===== config.mk =====
export PLATFORM = sky130hd
export DESIGN_NAME = xfer_byte_counter
export DESIGN_NICKNAME = d
export VERILOG_FILES = /design/src/rtl/xbc_pkg.sv /design/src/rtl/xbc_count.sv /design/src/rtl/xbc_addr.sv /design/src/rtl/xbc_status.sv /design/src/rtl/xfer_byte_counter.sv
export SDC_FILE = /design/constraint.sdc
export NUM_CORES = 1
export LEC_CHECK = 0
export CORE_MARGIN = 2
export CORE_UTILIZATION = 40
export CTS_CLUSTER_DIAMETER = 100
export DETAILED_ROUTE_END_ITERATION = 16
export PLACE_DENSITY = 0.76
export SLEW_MARGIN = 15
export SYNTH_ARGS = -nofsm -noshare
export SYNTH_HDL_FRONTEND = slang
export SYNTH_SLANG_ARGS = --single-unit

===== constraint.sdc =====
create_clock -name clk -period 3 [get_ports clk]
set_input_delay 0.6 -clock clk [delete_from_list [all_inputs] [get_ports clk]]
set_output_delay 0.6 -clock clk [all_outputs]
set_load 0.05 [all_outputs]

===== src/rtl/xbc_pkg.sv =====
package xbc_pkg;
  localparam int unsigned XBC_NSTAT = 2;
  localparam int unsigned ST_DONE   = 0;
  localparam int unsigned ST_WRAP   = 1;
endpackage


===== src/rtl/xbc_count.sv =====
module xbc_count #(
  parameter int unsigned CW = 24
) (
  input  logic          clk,
  input  logic          rst_n,
  input  logic          clr,
  input  logic          load,
  input  logic [CW-1:0] load_val,
  input  logic          step,
  output logic [CW-1:0] cnt_q,
  output logic          zero_evt,
  output logic          wrap_evt
);
  logic [CW-1:0] cnt_d;
  logic          upd;

  always_comb begin
    cnt_d = cnt_q;
    upd   = 1'b0;
    if (clr) begin
      cnt_d = '0;
      upd   = 1'b1;
    end else if (load) begin
      cnt_d = load_val;
      upd   = 1'b1;
    end else if (step) begin
      cnt_d = cnt_q - CW'(1);
      upd   = 1'b1;
    end
  end

  assign zero_evt = upd && (cnt_d == '0);
  assign wrap_evt = step && !clr && !load && (cnt_q == '0);

  always_ff @(posedge clk or negedge rst_n) begin
    if (!rst_n)   cnt_q <= '0;
    else if (upd) cnt_q <= cnt_d;
  end

  a_r2_decrement: assert property (@(posedge clk) disable iff (!rst_n)
    step && !clr && !load && (cnt_q != '0) |=> cnt_q == $past(cnt_q) - CW'(1));
  a_r2_hold: assert property (@(posedge clk) disable iff (!rst_n)
    !step && !clr && !load |=> $stable(cnt_q));
  a_r5_wrap_all_ones: assert property (@(posedge clk) disable iff (!rst_n)
    step && !clr && !load && (cnt_q == '0) |=> cnt_q == '1);
  a_r6_clear_wins: assert property (@(posedge clk) disable iff (!rst_n)
    clr |=> cnt_q == '0);
endmodule


===== src/rtl/xbc_addr.sv =====
module xbc_addr #(
  parameter int unsigned AW = 32
) (
  input  logic          clk,
  input  logic          rst_n,
  input  logic          load,
  input  logic [AW-1:0] load_val,
  input  logic          step,
  output logic [AW-1:0] addr_q
);
  logic [AW-1:0] addr_d;
  logic          en;

  always_comb begin
    addr_d = addr_q;
    en     = load | step;
    if (load)      addr_d = load_val;
    else if (step) addr_d = addr_q + AW'(1);
  end

  always_ff @(posedge clk or negedge rst_n) begin
    if (!rst_n)  addr_q <= '0;
    else if (en) addr_q <= addr_d;
  end

  a_r3_advance: assert property (@(posedge clk) disable iff (!rst_n)
    step && !load |=> addr_q == $past(addr_q) + AW'(1));
  a_r6_addr_load: assert property (@(posedge clk) disable iff (!rst_n)
    load |=> addr_q == $past(load_val));
endmodule


===== src/rtl/xbc_status.sv =====
module xbc_status #(
  parameter int unsigned NS = 2
) (
  input  logic          clk,
  input  logic          rst_n,
  input  logic [NS-1:0] evt,
  input  logic [NS-1:0] w1c,
  input  logic [NS-1:0] en,
  output logic [NS-1:0] sts_q,
  output logic          irq
);
  logic [NS-1:0] sts_d;

  for (genvar i = 0; i < NS; i++) begin : g_bit
    always_comb sts_d[i] = evt[i] | (sts_q[i] & ~w1c[i]);

    always_ff @(posedge clk or negedge rst_n) begin
      if (!rst_n) sts_q[i] <= 1'b0;
      else        sts_q[i] <= sts_d[i];
    end

    a_r4_set: assert property (@(posedge clk) disable iff (!rst_n)
      evt[i] |=> sts_q[i]);
    a_r7_w1c: assert property (@(posedge clk) disable iff (!rst_n)
      w1c[i] && !evt[i] |=> !sts_q[i]);
    a_r9_sticky: assert property (@(posedge clk) disable iff (!rst_n)
      sts_q[i] && !w1c[i] |=> sts_q[i]);
  end

  assign irq = |(sts_q & en);

  a_r8_quiet: assert property (@(posedge clk) disable iff (!rst_n)
    (sts_q == '0) |-> !irq);
endmodule


===== src/rtl/xfer_byte_counter.sv =====
module xfer_byte_counter #(
  parameter int unsigned CNT_W  = 24,
  parameter int unsigned ADDR_W = 32
) (
  input  logic              clk,
  input  logic              rst_n,
  input  logic              byte_done,
  input  logic              cnt_clear,
  input  logic              cnt_load,
  input  logic [CNT_W-1:0]  cnt_val,
  input  logic              addr_load,
  input  logic [ADDR_W-1:0] addr_val,
  input  logic [1:0]        sts_w1c,
  input  logic [1:0]        irq_en,
  output logic [CNT_W-1:0]  count_o,
  output logic [ADDR_W-1:0] addr_o,
  output logic              sts_done,
  output logic              sts_wrap,
  output logic              irq
);
  import xbc_pkg::*;

  logic                 step;
  logic                 zero_evt;
  logic                 wrap_evt;
  logic [XBC_NSTAT-1:0] evt;
  logic [XBC_NSTAT-1:0] sts;

  assign step = byte_done & ~cnt_clear & ~cnt_load & ~addr_load;

  xbc_count #(.CW(CNT_W)) u_count (
    .clk(clk), .rst_n(rst_n), .clr(cnt_clear), .load(cnt_load),
    .load_val(cnt_val), .step(step), .cnt_q(count_o),
    .zero_evt(zero_evt), .wrap_evt(wrap_evt)
  );

  xbc_addr #(.AW(ADDR_W)) u_addr (
    .clk(clk), .rst_n(rst_n), .load(addr_load), .load_val(addr_val),
    .step(step), .addr_q(addr_o)
  );

  always_comb begin
    evt          = '0;
    evt[ST_DONE] = zero_evt;
    evt[ST_WRAP] = wrap_evt;
  end

  xbc_status #(.NS(XBC_NSTAT)) u_status (
    .clk(clk), .rst_n(rst_n), .evt(evt), .w1c(sts_w1c), .en(irq_en),
    .sts_q(sts), .irq(irq)
  );

  assign sts_done = sts[ST_DONE];
  assign sts_wrap = sts[ST_WRAP];

  a_r3_lockstep: assert property (@(posedge clk) disable iff (!rst_n)
    byte_done && !cnt_clear && !cnt_load && !addr_load
      |=> addr_o == $past(addr_o) + ADDR_W'(1));
  a_r6_strobe_dropped: assert property (@(posedge clk) disable iff (!rst_n)
    byte_done && addr_load && !cnt_clear && !cnt_load |=> $stable(count_o));
  a_r4_done_at_one: assert property (@(posedge clk) disable iff (!rst_n)
    byte_done && !cnt_clear && !cnt_load && !addr_load && (count_o == CNT_W'(1))
      |=> sts_done);
  a_r5_wrap_flag: assert property (@(posedge clk) disable iff (!rst_n)
    byte_done && !cnt_clear && !cnt_load && !addr_load && (count_o == '0)
      |=> sts_wrap);
endmodule


==> results by group, run 1 <==
Logic synthesis
  – Post-synth EDFFs: 0
  – Synth Register Bits: just under 60
  – Asr flop ratio synth: between 90% and 100%
  – Post-synth top cells: dfrtp_1 (58), nand2_1 (52), nor2_1 (39)
  – Area leader, netlist: dfrtp_1
  – Seq/Total Area, Yosys: roughly 43%
  – Syn. warnings: 0
  – Synthesized cell area: about 3400 um^2
  – Top-area cell type share of the netlist area: a little over two fifths
  – Synthesized-area fraction occupied by adder cells: 0.746%
  – Yosys cell types: 50
  – Xor/xnor cell area share of the yosys netlist: between 10% and 20%
  – Syn_nets: around 440
  – Synth Area in Compound Gates: approximately 15%
  – Syn_area_per_cell: approximately 9 um^2
  – Primary FF master, synth: dfrtp_1
  – Count leader, synth: dfrtp_1
  – Largest family of logic cells by synthesized area: simple AND/OR/NAND/NOR gates
  – Synth area leaders: dfrtp_1 (43%), xor2_1 (6.3%), nand2_1 (5.8%), xnor2_1 (4.4%), nor2_1 (4.4%)
  – Synthesized instance count: 375
  – Post-Synth Simple-Gate Area: a little over a quarter
  – Multiplexer area fraction after synthesis: 0.970%

Drt
  – Routed metal-1 wirelength: between 4000 and 5000 um
  – Met2 WL: around 4800 um
  – Total wire length: 10200 um
  – Via count: between 3000 and 4000
  – DR top layer: met4
  – Vias per cell: 5.32
  – DRT Pass-1 Iters: 4
  – Routed Antenna Nets: 0
  – WL/cell: 15.9 um
  – Initial DRC count: between 100 and 150
  – Metal3 WL: around 950 um
  – DRC Markers: 0

Clocking
  – CTS Sinks: 58
  – CTS tree: built
  – Root Driver: clkbuf_8
  – Clock latency on the worst-skew pair: between 0.3 and 0.4 ns
  – Clock buffer depth: 2
  – Register clock-pin slew on the reported worst setup and hold paths: approximately 0.07 ns
  – H-tree Lvls: 3
  – Total CTS buffers: 9

Timing
  – Slew Viols, Final: 0
  – RSZ-0062 raised after global routing: true
  – Fin crit share: between 90% and 100%
  – TNS Setup: 0 ns
  – Worst-Margin Slew: 0.538 ns
  – F_max: 336 MHz
  – Endpoints failing hold: 0
  – Post-route minimum period: between 2 and 3 ns
  – Final Skew: between 0.008 and 0.009 ns
  – Final setup vio count: 0
  – Max_slew headroom: 64.0%

Setup path
  – Worst EP required: around 3.2 ns
  – Worst r2r dst: u_status.sts_q[0]$_DFF_PN0_
  – Critical path class: flip-flop to flip-flop
  – Startpoint Class: flip-flop
  – R2R depth: 7
  – CP Max Fanout: 4
  – R2r startpoint: u_count.cnt_q[15]$_DFFE_PN0P_
  – Setup crit end: u_status.sts_q[0]$_DFF_PN0_
  – Flop-to-flop setup slack: roughly 0.021 ns
  – Crit path DAT: around 3.2 ns
  – Crit path launch: u_count.cnt_q[15]$_DFFE_PN0P_
  – Crit end category: flip-flop

Final layout
  – Multi-input gate area: between 1500 and 2000 um^2
  – Design area: slightly above 5000 um^2
  – Finished Layout Cells: roughly 650
  – Sequential cell area: about 1500 um^2
  – Fillcell total: just under 700
  – Layout cells sized above 1: around 14%
  – Ant diodes: 0
  – Synth-to-Final Area Change: 54.4%
  – Nets: 603

Floorplanning
  – Die area: 9130 um^2
  – Row count: 33
  – Initial Util: 41.0%
  – Core Region: 8180 um^2
  – Io pins: 125
  – Die Y: approximately 96 um
  – Die W: 95.6 um

Power
  – Worst IR Drop VDD: roughly 230 uV
  – Leak Pwr: roughly 0.0021 uW
  – Post-route total power: 2380 uW
  – Power per cell area: about 460 nW/um^2

Placement
  – Port-buffer cells: between 100 and 150
  – Placed Area: ~5000 um^2
  – Post-Place Cells: 626
  – DPL Wire Length: between 7000 and 8000 um
  – GP Congestion: approximately 0.9

Global routing
  – GR Overflow Total: 0
  – Pin count of the biggest net entering global routing: 65
  – Number of antenna violations at the first check in global routing: 0
  – All-Layer GR Usage: between 20% and 30%
  – Vias in the first global route: ~3300
  – Global-route wire length before repair: between 15000 and 20000 um

Status
  – Status: finished, final reports clean

Flow run
  – Max-Cap Viols: 0

Min path
  – Worst Hold Class: input port to async pin
## layout make-up
cell class                 instances  share of cell area [%]
multi-input combinational        291                    34.9
sequential                        58                    28.1
inverter                           9                   0.652
clock buffer                      10                    2.66
tap                              105                    2.54
timing repair buffer             166                    29.8
clock inverter                     6                    1.28
## cells in the final DEF, fill, tap and decap left out, drive strengths merged, types with 8 or more instances in the layout
| cell | count |
|---|---|
| o21bai | 8 |
| nand3 | 16 |
| clkbuf | 10 |
| xnor2 | 17 |
| xor2 | 24 |
| a211oi | 10 |
| nand4 | 8 |
| nand2 | 52 |
| nor2 | 39 |
| buf | 45 |
| inv | 9 |
| clkdlybuf4s50 | 121 |
| dfrtp | 58 |
| nor4 | 11 |
| o21ai | 36 |
## worst max-delay path, cell delays in order (launching register included)
cell	delay (ns)
dfrtp_2	0.40
or4_4	0.55
or4b_4	0.58
o31a_1	0.30
nor3_2	0.25
o21bai_1	0.11
or4_1	0.49
o41ai_2	0.21
## cell families after synthesis
| group | Yosys count |
|---|---|
| AOI/OAI and AO/OA | 78 |
| xor gates and xnor gates | 41 |
| adders and majority gates | 2 |
| buffers and inverters | 26 |
| DFF | 58 |
| muxes | 3 |
| and+or+nand+nor | 167 |
## metrics by stage
step                      utilization (%)  setup WS (ns)  hold slack (ns)
after floorplan                         -        0.00677            0.304
after global placement               60.5         -0.231            0.510
after detailed placement             60.5         -0.275            0.524
after CTS                            63.0        0.00785            0.231
after global routing                 63.3        -0.0529            0.242
final                                63.3         0.0212            0.220
## metal layers
metal | GRT usage, % | vias up
li1 | - | 1657
met1 | 30.7 | 1587
met2 | 37.6 | 170
met3 | 5.93 | 16
met4 | 7.26 | 0
met5 | 0 | -
## report_power, final
group	internal, uW	switching, uW	leakage (uW)	total (uW)
sequential	844	71.7	0.000724	915
clock	406	334	0.0000945	739
combinational	300	425	0.00125	725
total	1550	831	0.00207	2380
## state kept, by name (all words and copies together) (netlist names)
| register | cells |
|---|---|
| u_addr.addr_q | 32 |
| u_count.cnt_q | 24 |
| u_status.sts_q | 2 |
## how the worst min path moves through the flow
stage / startpoint / endpoint / cells after the start
floorplan: rst_n / u_addr.addr_q[0]$_DFFE_PN0P_ / 0
finish: rst_n / u_count.cnt_q[8]$_DFFE_PN0P_ / 1
CTS: rst_n / u_count.cnt_q[7]$_DFFE_PN0P_ / 1
detailed placement: u_count.cnt_q[23]$_DFFE_PN0P_ / u_status.sts_q[1]$_DFF_PN0_ / 1
global route: rst_n / u_count.cnt_q[8]$_DFFE_PN0P_ / 1
global placement: u_status.sts_q[1]$_DFF_PN0_ / u_status.sts_q[1]$_DFF_PN0_ / 2
## what timing repair did
item	4_1_cts	5_1_grt
hold buffers	0	0
endpoints found under the setup margin	0	1
endpoints found under the hold margin	0	0
setup buffers	0	3
gates resized for setup	0	1
(Power assumes the default switching activity.)
==> run 2, diff against run 1 <==
- CAP_MARGIN: default -> 30
==> results of run 2 <==
The final DEF is identical to that of run 1; final timing and power are the same.
==> run 3, diff against run 2 <==
- ABC_AREA: default -> 1
- CORE_UTILIZATION: 40 -> 43
- PLACE_DENSITY: 0.76 -> 0.78
==> results by group, run 3 <==
Status
  – Status: finished, final reports clean

Floorplanning
  – Io pins: 125 (unchanged)
  – Die W: 101 um (+5.5%)
  – Die Y: 101 um (+5.5%)
  – Die area: 10200 um^2 (+11%)
  – Core Region: 9150 um^2 (+12%)
  – Row count: 35 (+6.1%)
  – Initial Util: 44.0% (+3.0 points)

Final layout
  – Max reg flops: 32 (unchanged)
  – Multi-input gate area: 2210 um^2 (+22%)
  – Final Util: 61.8% (-1.5 points)
  – Fillcell total: 836 (+22%)
  – Commonest non-fill, non-tap cell in the layout: nand2_1
  – Ant diodes: 0 (unchanged)
  – Synth-to-Final Area Change: 40.4%
  – Sequential cell area: 1450 um^2 (-0.34%)
  – Layout cells sized above 1: 5.58% (-8.3 points)
  – Register with the most flip-flops: u_addr.addr_q
  – Commonest non-fill, non-tap cells in the layout: nand2_1 (170), clkdlybuf4s50_1 (123), nor2_1 (115)
  – Largest regs: u_addr.addr_q x32, u_count.cnt_q x24, u_status.sts_q x2
  – Nets: 816 (+35%)

Global routing
  – All-Layer GR Usage: 27.5% (+4.2 points)
  – Global-route wire length before repair: 22000 um (+35%)
  – Number of antenna violations at the first check in global routing: 0 (unchanged)
  – Pin count of the biggest net entering global routing: 43 (-34%)
  – Vias in the first global route: 4627 (+39%)
  – GR Overflow Total: 0 (unchanged)

Setup path
  – Startpoint Class: input port
  – Crit path launch: irq_en[1]
  – Critical path class: input port to output pin
  – R2r startpoint: u_count.cnt_q[0]$_DFFE_PN0P_
  – CP Max Fanout: 1 (-3)
  – Crit path DAT: 2.01 ns (-1.20 ns)
  – Worst EP required: 2.40 ns (-0.83 ns)
  – Crit end category: output pin

Drt
  – Routed Antenna Nets: 0 (unchanged)
  – DRT Pass-1 Iters: 6 (+2)
  – Total wire length: 13300 um (+30%)
  – Initial DRC count: 270 (+99%)
  – WL/cell: 15.4 um (-3.0%)
  – Vias per cell: 5.33 (+0.27%)
  – DRC Markers: 0 (unchanged)
  – Via count: 4607 (+34%)

Clocking
  – Cts repair resizes: 0 (unchanged)
  – CTS Sinks: 58 (unchanged)
  – Cts hold-fix bufs: 0 (unchanged)
  – Root Driver: clkbuf_8
  – Clock latency on the worst-skew pair: 0.33 ns (about the same)
  – Register clock-pin slew on the reported worst setup and hold paths: 0.07 ns (about the same)
  – Total CTS buffers: 9 (unchanged)
  – Clock buffer depth: 2 (unchanged)
  – H-tree Lvls: 3 (unchanged)
  – CTS tree: built
  – # Post-CTS Setup Buffers: 0 (unchanged)

Logic synthesis
  – Syn. warnings: 0 (unchanged)
  – Primary FF master, synth: dfrtp_1
  – Synth Register Bits: 58 (unchanged)
  – Top-area cell type share of the netlist area: 36.0% (-7.3 points)
  – Post-synth EDFFs: 0 (unchanged)
  – Synth area leaders: dfrtp_1 (36%), nand2_1 (16%), nor2_1 (11%), nand3_1 (7.3%), inv_1 (7.1%)
  – Asr flop ratio synth: 100% (unchanged)
  – Count leader, synth: nand2_1
  – Area leader, netlist: dfrtp_1
  – Yosys cell types: 34 (-32%)
  – Synthesized cell area: 4030 um^2 (+20%)
  – Syn_nets: 687 (+55%)
  – Syn_area_per_cell: 6.51 um^2 (-27%)
  – Post-synth top cells: nand2_1 (170), nor2_1 (115), inv_1 (76)
  – Synthesized instance count: 619 (+65%)
  – Seq/Total Area, Yosys: 36.0% (-7.3 points)

Timing
  – Endpoints failing hold: 0 (unchanged)
  – Slew Viols, Final: 0 (unchanged)
  – Worst-Margin Slew: 0.667 ns (+0.129 ns)
  – RSZ-0062 raised after global routing: false
  – Fin crit share: 86.9% (-12 points)
  – Post-route minimum period: 2.61 ns (-0.371 ns)
  – F_max: 383 MHz (+14%)
  – Final Skew: 0.00991 ns (+0.00138 ns)
  – Final setup vio count: 0 (unchanged)
  – Max_slew headroom: 55.5% (-8.5 points)
  – TNS Setup: 0 ns (unchanged)

Power
  – Power per cell area: 461 nW/um^2 (+0.26%)
  – Worst IR Drop VDD: 267 uV (+15%)
  – Leak Pwr: 0.00263 uW (+27%)

Min path
  – Worst Hold Class: input port to async pin

Placement
  – Port-buffer cells: 124 (unchanged)
  – DPL Wire Length: 10300 um (+34%)
  – GP Congestion: 0.993 (+12%)

Flow run
  – Max-Cap Viols: 0 (unchanged)
## run 3: worst paths after layout
check / cells after the start / slack (ns) / endpoint
max reg2reg: 12 / 0.77 / u_status.sts_q[0]$_DFF_PN0_
max in group asynchronous: 2 / 2.09 / u_addr.addr_q[19]$_DFFE_PN0P_
min in group clk: 2 / 0.55 / u_addr.addr_q[30]$_DFFE_PN0P_
min: 1 / 0.28 / u_count.cnt_q[6]$_DFFE_PN0P_
min reg2reg: 2 / 0.55 / u_addr.addr_q[30]$_DFFE_PN0P_
max: 3 / 0.39 / irq
## run 3: cell families after synthesis
kind of cell               share of synthesized area, %
AOI/OAI and AO/OA                                  7.42
adders and majority gates                         0.621
buffers and inverters                              9.10
xor gates and xnor gates                           5.00
and+or+nand+nor                                    41.9
DFF                                                36.0
## run 3: metal layers
layer	vias to the layer above	global-route usage, %	share of wire, %
li1	2240	-	-
met1	2100	35.1	41
met2	235	46.5	48
met3	32	5.34	8.3
met4	0	9.91	2.2
met5	-	0	0
## run 3: final cells by class
class / instances / share of cell area [%]
multi-input combinational: 466 / 39.1
sequential: 58 / 25.7
clock inverter: 7 / 1.66
timing repair buffer: 135 / 23.8
inverter: 78 / 5.18
clock buffer: 9 / 2.19
tap: 111 / 2.46
## run 3: worst max-delay path: stages
cell and delay [ns]:
clkdlybuf4s50_1 0.47, a22o_1 0.14, clkdlybuf4s50_1 0.79
## run 3: through the flow
stage / cells / worst slack, ns / area [um^2] / power (uW) / hold WS (ns)
finish: 864 / 0.392 / 5660 / 2610 / 0.282
global placement: 848 / 0.201 / 5440 / 1800 / 0.515
CTS: 864 / 0.380 / 5660 / 2610 / 0.304
detailed placement: 848 / 0.0855 / 5440 / 1800 / 0.532
floorplan: 619 / 0.812 / 4030 / 1450 / 0.304
global route: 864 / 0.229 / 5660 / 2730 / 0.331
## run 3: power breakdown
part / internal [uW] / total (uW) / switching [uW] / leakage [uW]
sequential: 848 / 950 / 102 / 0.000725
combinational: 311 / 851 / 540 / 0.00180
clock: 466 / 807 / 341 / 0.000105
total: 1620 / 2610 / 983 / 0.00263
